===== config.mk =====
export PLATFORM = sky130hd
export DESIGN_NAME = pwr_reg_ctrl
export DESIGN_NICKNAME = d
export VERILOG_FILES = /design/src/rtl/pwr_reg_pkg.sv /design/src/rtl/pwr_fsm.sv /design/src/rtl/reg_bank.sv /design/src/rtl/sid_seq.sv /design/src/rtl/pwr_reg_ctrl.sv
export SDC_FILE = /design/constraint.sdc
export NUM_CORES = 1
export LEC_CHECK = 0
export ABC_AREA = 1
export BUFFER_PORTS_ARGS = -buffer_cell sky130_fd_sc_hd__buf_2
export CAP_MARGIN = 5
export CORE_MARGIN = 5
export CORE_UTILIZATION = 52
export CTS_BUF_LIST = sky130_fd_sc_hd__clkbuf_16
export CTS_CLUSTER_DIAMETER = 50
export DETAILED_ROUTE_END_ITERATION = 8
export PLACE_DENSITY = 0.76
export SYNTH_ARGS = -nofsm -noshare
export SYNTH_HDL_FRONTEND = slang
export SYNTH_SLANG_ARGS = --single-unit

===== constraint.sdc =====
create_clock -name clk -period 1.46 [get_ports clk]
set_clock_uncertainty 0.05 [all_clocks]
set_input_delay 0.219 -clock clk [delete_from_list [all_inputs] [get_ports clk]]
set_output_delay 0.219 -clock clk [all_outputs]
set_load 0.01 [all_outputs]

===== src/rtl/pwr_reg_pkg.sv =====
package pwr_reg_pkg;

  typedef enum logic [1:0] {
    PS_OFF  = 2'd0,
    PS_BOOT = 2'd1,
    PS_RUN  = 2'd2,
    PS_DOZE = 2'd3
  } pstate_e;

  localparam int       NUM_DAC  = 3;
  localparam int       AW       = 5;
  localparam int       DW       = 8;
  localparam int       SID_W    = 4;

  localparam logic [AW-1:0] A_CTL = 5'd28;
  localparam logic [AW-1:0] A_PID = 5'd29;
  localparam logic [AW-1:0] A_MID = 5'd30;
  localparam logic [AW-1:0] A_SID = 5'd31;

  localparam logic [DW-1:0]    CTL_DEF = 8'h38;
  localparam logic [6:0]       PID_LOW = 7'h02;
  localparam logic [DW-1:0]    MID_VAL = 8'h04;
  localparam logic [3:0]       SID_HI  = 4'h1;
  localparam logic [SID_W-1:0] SID_DEF = 4'h7;

  localparam logic [1:0] MODE_RUN  = 2'b00;
  localparam logic [1:0] MODE_BOOT = 2'b01;
  localparam logic [1:0] MODE_DOZE = 2'b10;
  localparam logic [1:0] MODE_RSVD = 2'b11;

  // Activation delay in clock cycles, never below one.
  function automatic int act_cycles(input int khz, input int us);
    int c;
    c = (khz * us) / 1000;
    return (c < 1) ? 1 : c;
  endfunction

  // Product ID read value: top bit follows the select pin.
  function automatic logic [DW-1:0] pid_value(input logic sel);
    return {sel, PID_LOW};
  endfunction

endpackage


===== src/rtl/pwr_fsm.sv =====
module pwr_fsm
  import pwr_reg_pkg::*;
#(
  parameter int CLK_KHZ = 26000,
  parameter int ACT_US  = 100
) (
  input  logic       clk,
  input  logic       rst_n,
  input  logic       supply_ok,
  input  logic       ctl_wr,
  input  logic [1:0] ctl_mode,
  output pstate_e    state,
  output logic       enter_run,
  output logic       boost_en,
  output logic       ready
);

  localparam int ACT_CYC = act_cycles(CLK_KHZ, ACT_US);
  localparam int CNT_W   = $clog2(ACT_CYC + 1);

  pstate_e          nxt;
  logic [CNT_W-1:0] cnt;

  always_comb begin
    nxt = state;
    if (!supply_ok) begin
      nxt = PS_OFF;
    end else begin
      unique case (state)
        PS_OFF:  nxt = PS_BOOT;
        PS_BOOT: nxt = PS_RUN;
        PS_RUN: begin
          if (ctl_wr && ctl_mode == MODE_BOOT)      nxt = PS_BOOT;
          else if (ctl_wr && ctl_mode == MODE_DOZE) nxt = PS_DOZE;
        end
        PS_DOZE: begin
          if (ctl_wr && ctl_mode == MODE_BOOT)     nxt = PS_BOOT;
          else if (ctl_wr && ctl_mode == MODE_RUN) nxt = PS_RUN;
        end
        default: nxt = PS_OFF;
      endcase
    end
  end

  assign enter_run = (nxt == PS_RUN) && (state != PS_RUN);

  always_ff @(posedge clk or negedge rst_n) begin
    if (!rst_n) begin
      state <= PS_OFF;
      cnt   <= '0;
    end else begin
      state <= nxt;
      if (!supply_ok)                       cnt <= '0;
      else if (enter_run)                   cnt <= CNT_W'(ACT_CYC);
      else if (state == PS_RUN && cnt != 0) cnt <= cnt - 1'b1;
    end
  end

  assign boost_en = (state == PS_RUN);
  assign ready    = (state == PS_RUN) && (cnt == '0);

  AST_OFF_ON_LOSS: assert property (@(posedge clk) disable iff (!rst_n)
    !supply_ok |=> state == PS_OFF);
  AST_BOOT_THEN_RUN: assert property (@(posedge clk) disable iff (!rst_n)
    (state == PS_BOOT && supply_ok) |=> state == PS_RUN);
  AST_SOFT_TO_BOOT: assert property (@(posedge clk) disable iff (!rst_n)
    (supply_ok && ctl_wr && ctl_mode == MODE_BOOT && (state == PS_RUN || state == PS_DOZE))
    |=> state == PS_BOOT);
  AST_READY_AFTER_RUN: assert property (@(posedge clk) disable iff (!rst_n)
    ready |-> $past(state) == PS_RUN);
  AST_RSVD_HOLDS: assert property (@(posedge clk) disable iff (!rst_n)
    (supply_ok && ctl_wr && ctl_mode == MODE_RSVD && state == PS_DOZE) |=> state == PS_DOZE);

endmodule


===== src/rtl/reg_bank.sv =====
module reg_bank
  import pwr_reg_pkg::*;
(
  input  logic             clk,
  input  logic             rst_n,
  input  logic             supply_ok,
  input  logic             awake,
  input  logic             live,
  input  logic             soft_rst,
  input  logic             wr,
  input  logic [AW-1:0]    addr,
  input  logic [DW-1:0]    wdata,
  input  logic [DW-1:0]    pid_now,
  input  logic [SID_W-1:0] sid,
  output logic [DW-1:0]    ctl_q,
  output logic [DW-1:0]    rd_data
);

  logic [6:0] dac_q [NUM_DAC];
  logic       clear;
  logic       ctl_hit;
  logic [1:0] mode_keep;

  assign clear     = !supply_ok || soft_rst;
  assign ctl_hit   = live && wr && (addr == A_CTL);
  assign mode_keep = (wdata[7:6] == MODE_RSVD) ? ctl_q[7:6] : wdata[7:6];

  always_ff @(posedge clk or negedge rst_n) begin
    if (!rst_n) begin
      ctl_q <= CTL_DEF;
      for (int i = 0; i < NUM_DAC; i++) dac_q[i] <= '0;
    end else if (clear) begin
      ctl_q <= CTL_DEF;
      for (int i = 0; i < NUM_DAC; i++) dac_q[i] <= '0;
    end else begin
      if (ctl_hit) ctl_q <= {mode_keep, wdata[5:0]};
      for (int i = 0; i < NUM_DAC; i++)
        if (live && wr && addr == AW'(i)) dac_q[i] <= wdata[6:0];
    end
  end

  always_comb begin
    rd_data = '0;
    if (awake) begin
      case (addr)
        A_CTL:   rd_data = ctl_q;
        A_PID:   rd_data = pid_now;
        A_MID:   rd_data = MID_VAL;
        A_SID:   rd_data = {SID_HI, sid};
        default: begin
          for (int i = 0; i < NUM_DAC; i++)
            if (addr == AW'(i)) rd_data = {1'b0, dac_q[i]};
        end
      endcase
    end
  end

  AST_SOFT_DEFAULTS: assert property (@(posedge clk) disable iff (!rst_n)
    (soft_rst && supply_ok) |=> ctl_q == CTL_DEF);
  AST_RSVD_MODE_KEPT: assert property (@(posedge clk) disable iff (!rst_n)
    (supply_ok && ctl_hit && !soft_rst && wdata[7:6] == MODE_RSVD) |=> $stable(ctl_q[7:6]));
  AST_OFF_READS_ZERO: assert property (@(posedge clk) disable iff (!rst_n)
    !awake |-> rd_data == '0);

endmodule


===== src/rtl/sid_seq.sv =====
module sid_seq
  import pwr_reg_pkg::*;
(
  input  logic             clk,
  input  logic             rst_n,
  input  logic             supply_ok,
  input  logic             live,
  input  logic             soft_rst,
  input  logic             wr,
  input  logic             rd,
  input  logic [AW-1:0]    addr,
  input  logic [DW-1:0]    wdata,
  input  logic [DW-1:0]    pid_now,
  output logic [SID_W-1:0] sid,
  output logic             commit
);

  logic [1:0] step;
  logic       hit_pid, hit_mid, hit_sid, access;

  assign access  = live && (wr || rd);
  assign hit_pid = wr && (addr == A_PID) && (wdata == pid_now);
  assign hit_mid = wr && (addr == A_MID) && (wdata == MID_VAL);
  assign hit_sid = wr && (addr == A_SID);
  assign commit  = access && (step == 2'd2) && hit_sid;

  always_ff @(posedge clk or negedge rst_n) begin
    if (!rst_n) begin
      step <= '0;
      sid  <= SID_DEF;
    end else if (!supply_ok || soft_rst) begin
      step <= '0;
      sid  <= SID_DEF;
    end else if (access) begin
      if (hit_pid)                     step <= 2'd1;
      else if (step == 2'd1 && hit_mid) step <= 2'd2;
      else                             step <= 2'd0;
      if (commit) sid <= wdata[SID_W-1:0];
    end
  end

  AST_SID_HOLD: assert property (@(posedge clk) disable iff (!rst_n)
    (supply_ok && !soft_rst && !commit) |=> $stable(sid));
  AST_SID_ON_LOSS: assert property (@(posedge clk) disable iff (!rst_n)
    !supply_ok |=> sid == SID_DEF);
  AST_STEP_RESTART: assert property (@(posedge clk) disable iff (!rst_n)
    (supply_ok && !soft_rst && access && !hit_pid && !hit_mid) |=> step == 2'd0);

endmodule


===== src/rtl/pwr_reg_ctrl.sv =====
module pwr_reg_ctrl
  import pwr_reg_pkg::*;
#(
  parameter int CLK_KHZ = 26000,
  parameter int ACT_US  = 100
) (
  input  logic       clk,
  input  logic       rst_n,
  input  logic       supply_ok,
  input  logic       id_sel,
  input  logic       acc_wr,
  input  logic       acc_rd,
  input  logic [4:0] acc_addr,
  input  logic [7:0] acc_wdata,
  output logic [7:0] rd_data,
  output logic [3:0] slave_id,
  output logic [1:0] pwr_state,
  output logic       boost_en,
  output logic       ready
);

  pstate_e          state;
  logic             live, awake, ctl_wr, soft_rst, enter_run, commit;
  logic [1:0]       ctl_mode;
  logic [DW-1:0]    pid_now, ctl_q;
  logic [SID_W-1:0] sid;

  assign live     = (state == PS_RUN) || (state == PS_DOZE);
  assign awake    = (state != PS_OFF);
  assign ctl_wr   = live && acc_wr && (acc_addr == A_CTL);
  assign ctl_mode = acc_wdata[7:6];
  assign soft_rst = ctl_wr && (ctl_mode == MODE_BOOT);
  assign pid_now  = pid_value(id_sel);

  pwr_fsm #(.CLK_KHZ(CLK_KHZ), .ACT_US(ACT_US)) u_fsm (
    .clk(clk), .rst_n(rst_n), .supply_ok(supply_ok),
    .ctl_wr(ctl_wr), .ctl_mode(ctl_mode),
    .state(state), .enter_run(enter_run), .boost_en(boost_en), .ready(ready)
  );

  reg_bank u_regs (
    .clk(clk), .rst_n(rst_n), .supply_ok(supply_ok), .awake(awake), .live(live),
    .soft_rst(soft_rst), .wr(acc_wr), .addr(acc_addr), .wdata(acc_wdata),
    .pid_now(pid_now), .sid(sid), .ctl_q(ctl_q), .rd_data(rd_data)
  );

  sid_seq u_sid (
    .clk(clk), .rst_n(rst_n), .supply_ok(supply_ok), .live(live), .soft_rst(soft_rst),
    .wr(acc_wr), .rd(acc_rd), .addr(acc_addr), .wdata(acc_wdata),
    .pid_now(pid_now), .sid(sid), .commit(commit)
  );

  assign slave_id  = sid;
  assign pwr_state = state;

  AST_ENTER_GIVES_BOOST: assert property (@(posedge clk) disable iff (!rst_n)
    (enter_run && supply_ok) |=> boost_en && !ready);
  AST_DOZE_DROPS_READY: assert property (@(posedge clk) disable iff (!rst_n)
    (supply_ok && ctl_wr && ctl_mode == MODE_DOZE) |=> !ready && !boost_en);
  AST_MODE_STORED_AGREES: assert property (@(posedge clk) disable iff (!rst_n)
    (state == PS_DOZE) |-> ctl_q[7:6] == MODE_DOZE);
  AST_COMMIT_NEEDS_LIVE: assert property (@(posedge clk) disable iff (!rst_n)
    commit |-> live);

endmodule


==> results.md, run 1 <==
* Status: did not finish
* Stopped at: global routing (5_1_grt)
* Halt Reason: [ERROR DPL-0038] Utilization greater than 100%, impossible to legalize
* Port Buffers at 34
* Cell variety after synth at 37
* H-tree depth at 2
* Post-Syn Nets at 370
* Combined area of all synthesized cells at 2770 um2
* Synthesis-stage register bit count at 49
* Initial Utilization at 53.9%
* Die Ht at 83.0 um
* Mean Syn Cell Area at 7.92 um2
* GR repair worst EP: u_fsm.cnt[6]$_DFFE_PN0P_/D
* Dpl hpwl at 6210 um
* Row cnt at 26
* Seq/Total Area, Yosys at 44.5%
* Pre-CTS WS at -238 ps
* Die Wd at 83.0 um
* Clock Tree Buf Depth at 2
* Routability Congestion at 0.902
* Root Driver: clkbuf_16
* Largest net degree at the start of global routing at 40
* Mapped Cells at 350
* Worst endpoint type: register input
* IO Count at 35
* CTS buffer count at 5
* Sink Count at 49
* Synth warnings at 0
## synthesized netlist by cell type
| master | number | area (um2) |
|---|---|---|
| nand2_1 | 93 | 349 |
| dfrtp_1 | 43 | 1080 |
| inv_1 | 26 | 97.6 |
| nor2_1 | 25 | 93.8 |
| o21ai_1 | 25 | 125 |
| nand3_1 | 23 | 115 |
| o21ai_0 | 11 | 55.1 |
| nand4_1 | 10 | 62.6 |
| inv_2 | 9 | 33.8 |
| nor2_2 | 9 | 56.3 |
| a21oi_1 | 7 | 35.0 |
| nor3_1 | 7 | 35.0 |
| dfstp_2 | 6 | 158 |
| a21oi_2 | 5 | 43.8 |
| nand2_2 | 5 | 31.3 |
| xnor2_1 | 5 | 43.8 |
| a211oi_1 | 4 | 30.0 |
| buf_4 | 4 | 30.0 |
| o21bai_1 | 4 | 30.0 |
| xor2_1 | 4 | 35.0 |
| a31oi_1 | 3 | 18.8 |
| o211ai_1 | 3 | 22.5 |
| a221oi_1 | 2 | 17.5 |
| nor2_8 | 2 | 40.0 |
| nor4_1 | 2 | 12.5 |
| or2_2 | 2 | 12.5 |
| a41oi_1 | 1 | 8.76 |
| and2_1 | 1 | 6.26 |
| buf_2 | 1 | 5.00 |
| clkinv_1 | 1 | 3.75 |
| ha_1 | 1 | 12.5 |
| nand2_4 | 1 | 11.3 |
| nand2_8 | 1 | 20.0 |
| nand3_4 | 1 | 17.5 |
| nand3b_1 | 1 | 7.51 |
| nor2_4 | 1 | 11.3 |
| or2_4 | 1 | 8.76 |
## logic make-up after synthesis
logic type               share of synthesized area, %
flip-flops                                       44.5
XOR/XNOR                                         2.84
AND/OR/NAND/NOR                                  32.1
AO/OA/AOI/OAI                                    13.9
buffers and inverters                            6.14
adder cells (fa/ha/maj)                         0.451
## repair_timing
action	CTS
hold buffers	1
endpoints found under the hold margin	8
gates resized for setup	140
pin swaps	31
buffers inserted	20
endpoints found under the setup margin	51
cloned	3
## through the flow
step	cell area, um2	cells	util [%]
after CTS	4540	551	88.2
after floorplan	2820	350	-
after detailed placement	3620	520	70.5
after global placement	3620	520	70.5
==> inputs of run 2 (changes only) <==
Settings changed: CORE_UTILIZATION 52 to 40, CTS_BUF_LIST sky130_fd_sc_hd__clkbuf_16 to unset, CTS_CLUSTER_DIAMETER 50 to unset, PLACE_DENSITY 0.76 to unset, PLACE_DENSITY_LB_ADDON set to 0.15.
Clock period 1.46 ns to 1.9 ns, I/O delays scaled along.
==> run 2 against run 1 <==
Compared with the run above:
- the run now ends clean
- synthesized area unchanged
- synthesized cell count unchanged
==> results.md, run 2 <==
* Die Ht at 93.3 um
* Pins Over Slew Limit at 0
* Clock Power Share at 25.9%
* Leak pwr at 1.61 nW
* CP arrival at 1460 ps
* Synth warnings at 0
* Proportion of layout cells with a drive suffix above 1 at 27.6%
* Row cnt at 30
* Critical Path Start Type: input port
* Vias in the first global route at 2447
* Clk slew on worst S/H paths at 90 ps
* Hold buffers post-CTS at 0
* Post-synth EDFFs at 0
* Dpl hpwl at 5560 um
* Most common cell after layout, fill and taps aside: nand2_1
* DRC viols at 0
* Normalized max-slew margin at 57.4%
* Max VDD drop at 531 uV
* Hold Slack at 33.8 ps
* Gr ovfl total at 0
* Synthesis-stage register bit count at 49
* Initial antenna violation count at 0
* Top-count cell post-synth: nand2_1
* Final nets at 428
* Most flops, register: u_regs.dac_q
* Total Power at 3.03 mW
* Global-route wire length before repair at 12100 um
* Largest net degree at the start of global routing at 50
* Critical path required time at 1560 ps
* Seq/Total Area, Yosys at 44.5%
* Clock Tree Buf Depth at 2
* Logic pwr share at 32.5%
* Period utilisation layout at 94.5%
* Filler cell count at 678
* Top flop regs: u_regs.dac_q (21), u_fsm.cnt (12), u_regs.ctl_q (8)
* Cell Pwr Density at 906 nW/um2
* Critical path class: input port to primary output
* Final instance area at 3350 um2
* Mean Syn Cell Area at 7.92 um2
* Yosys top cell area share at 38.8%
* CTS buffer count at 5
* Total GRT Usage at 17.6%
* Most frequent cells in the layout: 91 x nand2_1, 43 x dfrtp_1, 34 x buf_2, 26 x inv_1, 26 x o21ai_1
* Path type of the worst min-delay path: input port to asynchronous set/reset pin
* Int Power at 2.00 mW
* DRT antenna net count at 0
* Commonest cells post-synth: 93 x nand2_1, 43 x dfrtp_1, 26 x inv_1
* DR iter-0 viols at 166
* DR WL/cell at 14.7 um
* Via Count at 2495
* PnR worst setup slack at 104 ps
* Final setup viols at 0
* Sink Count at 49
* Initial Utilization at 41.0%
* Die area at 8700 um2
* Net Sw Power at 1.03 mW
* CTS tree: built
* Hold Violations, Final at 0
* Port Buffers at 34
* Pre-CTS WS at 73.0 ps
* DR vias/cell at 5.10
* Max FFs per register at 21
* Net Sw Frac at 34.1%
* Top_reg_cell synth: dfrtp_1
* Post-synth ARST share at 100%
* H-tree depth at 2
* Antenna cell count at 0
* Unrepaired setup endpoints after global routing: true
* Placed instance area at 3150 um2
* Die Wd at 93.3 um
* Core area at 6760 um2
* Status: finished clean
* Combined area of all synthesized cells at 2770 um2
* 1st-pass router iterations at 4
* F_max at 557 MHz
* Clock insertion delay at the later pin of the skew report at 300 ps
* Post-Syn Nets at 370
* Max FO, Critical Path at 5
* CP Capture Type: primary output
* Actual slew at the worst max-slew pin at 640 ps
* Yosys top cell by area: dfrtp_1
* Top cells by area, synth: dfrtp_1 39%, nand2_1 13%, dfstp_2 5.7%
* Mapped Cells at 350
* Root Driver: clkbuf_8
* Cell variety after synth at 37
* Max-cap violations at 0
* Sequential power share at 41.7%
* Routability Congestion at 0.916
* Final wirelength at 7170 um
* Area grow syn2layout at 20.7%
* Setup TNS at 0 ps
* IO Count at 35
* Tmin final at 1800 ps
[run 2: path summary, 6_finish.rpt]
path	from	end	slack, ps	depth (start not counted)
min in group clk	acc_wdata[4]	u_regs.ctl_q[4]	180	3
max reg2reg	u_fsm.cnt[0]	u_fsm.cnt[1]	160	9
min	rst_n	u_regs.dac_q[0]	30	2
max	acc_addr[0]	rd_data[1]	100	8
max in group asynchronous	rst_n	u_regs.ctl_q[1]	1330	2
min reg2reg	u_regs.ctl_q[5]	u_regs.ctl_q[5]	420	2
[run 2: cell families (layout without fill, tap and decap cells)]
family | Yosys count | in the layout | share of synthesized area, %
XOR/XNOR | 9 | 9 | 2.84
flip-flops | 49 | 49 | 44.5
AO/OA/AOI/OAI | 65 | 65 | 13.9
buffers and inverters | 41 | 100 | 6.14
adder cells (fa/ha/maj) | 1 | 1 | 0.451
AND/OR/NAND/NOR | 185 | 185 | 32.1
[run 2: cell type report]
type                       instances  area (um2)  share of cell area (%)
clock buffer                       6        82.6                    2.47
clock inverter                     2        37.5                    1.12
inverter                          36         138                    4.11
multi-input combinational        260        1420                    42.3
sequential                        49        1230                    36.9
tap                               80         100                    2.99
timing repair buffer              56         339                    10.1
[run 2: power groups by stage]
stage	clock network (mW)	registers (mW)	logic, mW
after floorplan	0	1.25	0.711
after global placement	0	1.28	0.939
after global routing	0.856	1.29	1.13
after detailed placement	0	1.28	0.947
after CTS	0.806	1.26	0.949
final	0.785	1.26	0.984
[run 2: timing repair]
| item | in CTS | in global routing |
|---|---|---|
| setup endpoints to repair | 0 | 9 |
| gates resized for setup | 0 | 14 |
| endpoints found under the hold margin | 0 | 0 |
| buffers inserted | 0 | 3 |
[run 2: metrics by stage]
step | std cells | utilization, %
6_report | 489 | 49.5
2_1_floorplan | 350 | -
5_1_grt | 489 | 49.5
3_5_place_dp | 478 | 46.6
4_1_cts | 486 | 48.4
3_3_place_gp | 478 | 46.6
[run 2: metal layers]
| layer | up-vias | global-route usage [%] | share of wire, % |
|---|---|---|---|
| li1 | 1273 | - | - |
| met4 | 0 | 5.13 | 1.9 |
| met5 | - | 0 | 0 |
| met1 | 1147 | 25.1 | 48 |
| met3 | 10 | 3.06 | 4.6 |
| met2 | 65 | 27.3 | 46 |
[run 2: worst max-delay path, stage by stage]
cell	delay [ps]
buf_2	130
inv_1	140
nand2_2	100
nor2_4	170
buf_4	170
a211oi_1	70
nor3_1	220
buf_2	170
Power figures use the tool's default switching activity.
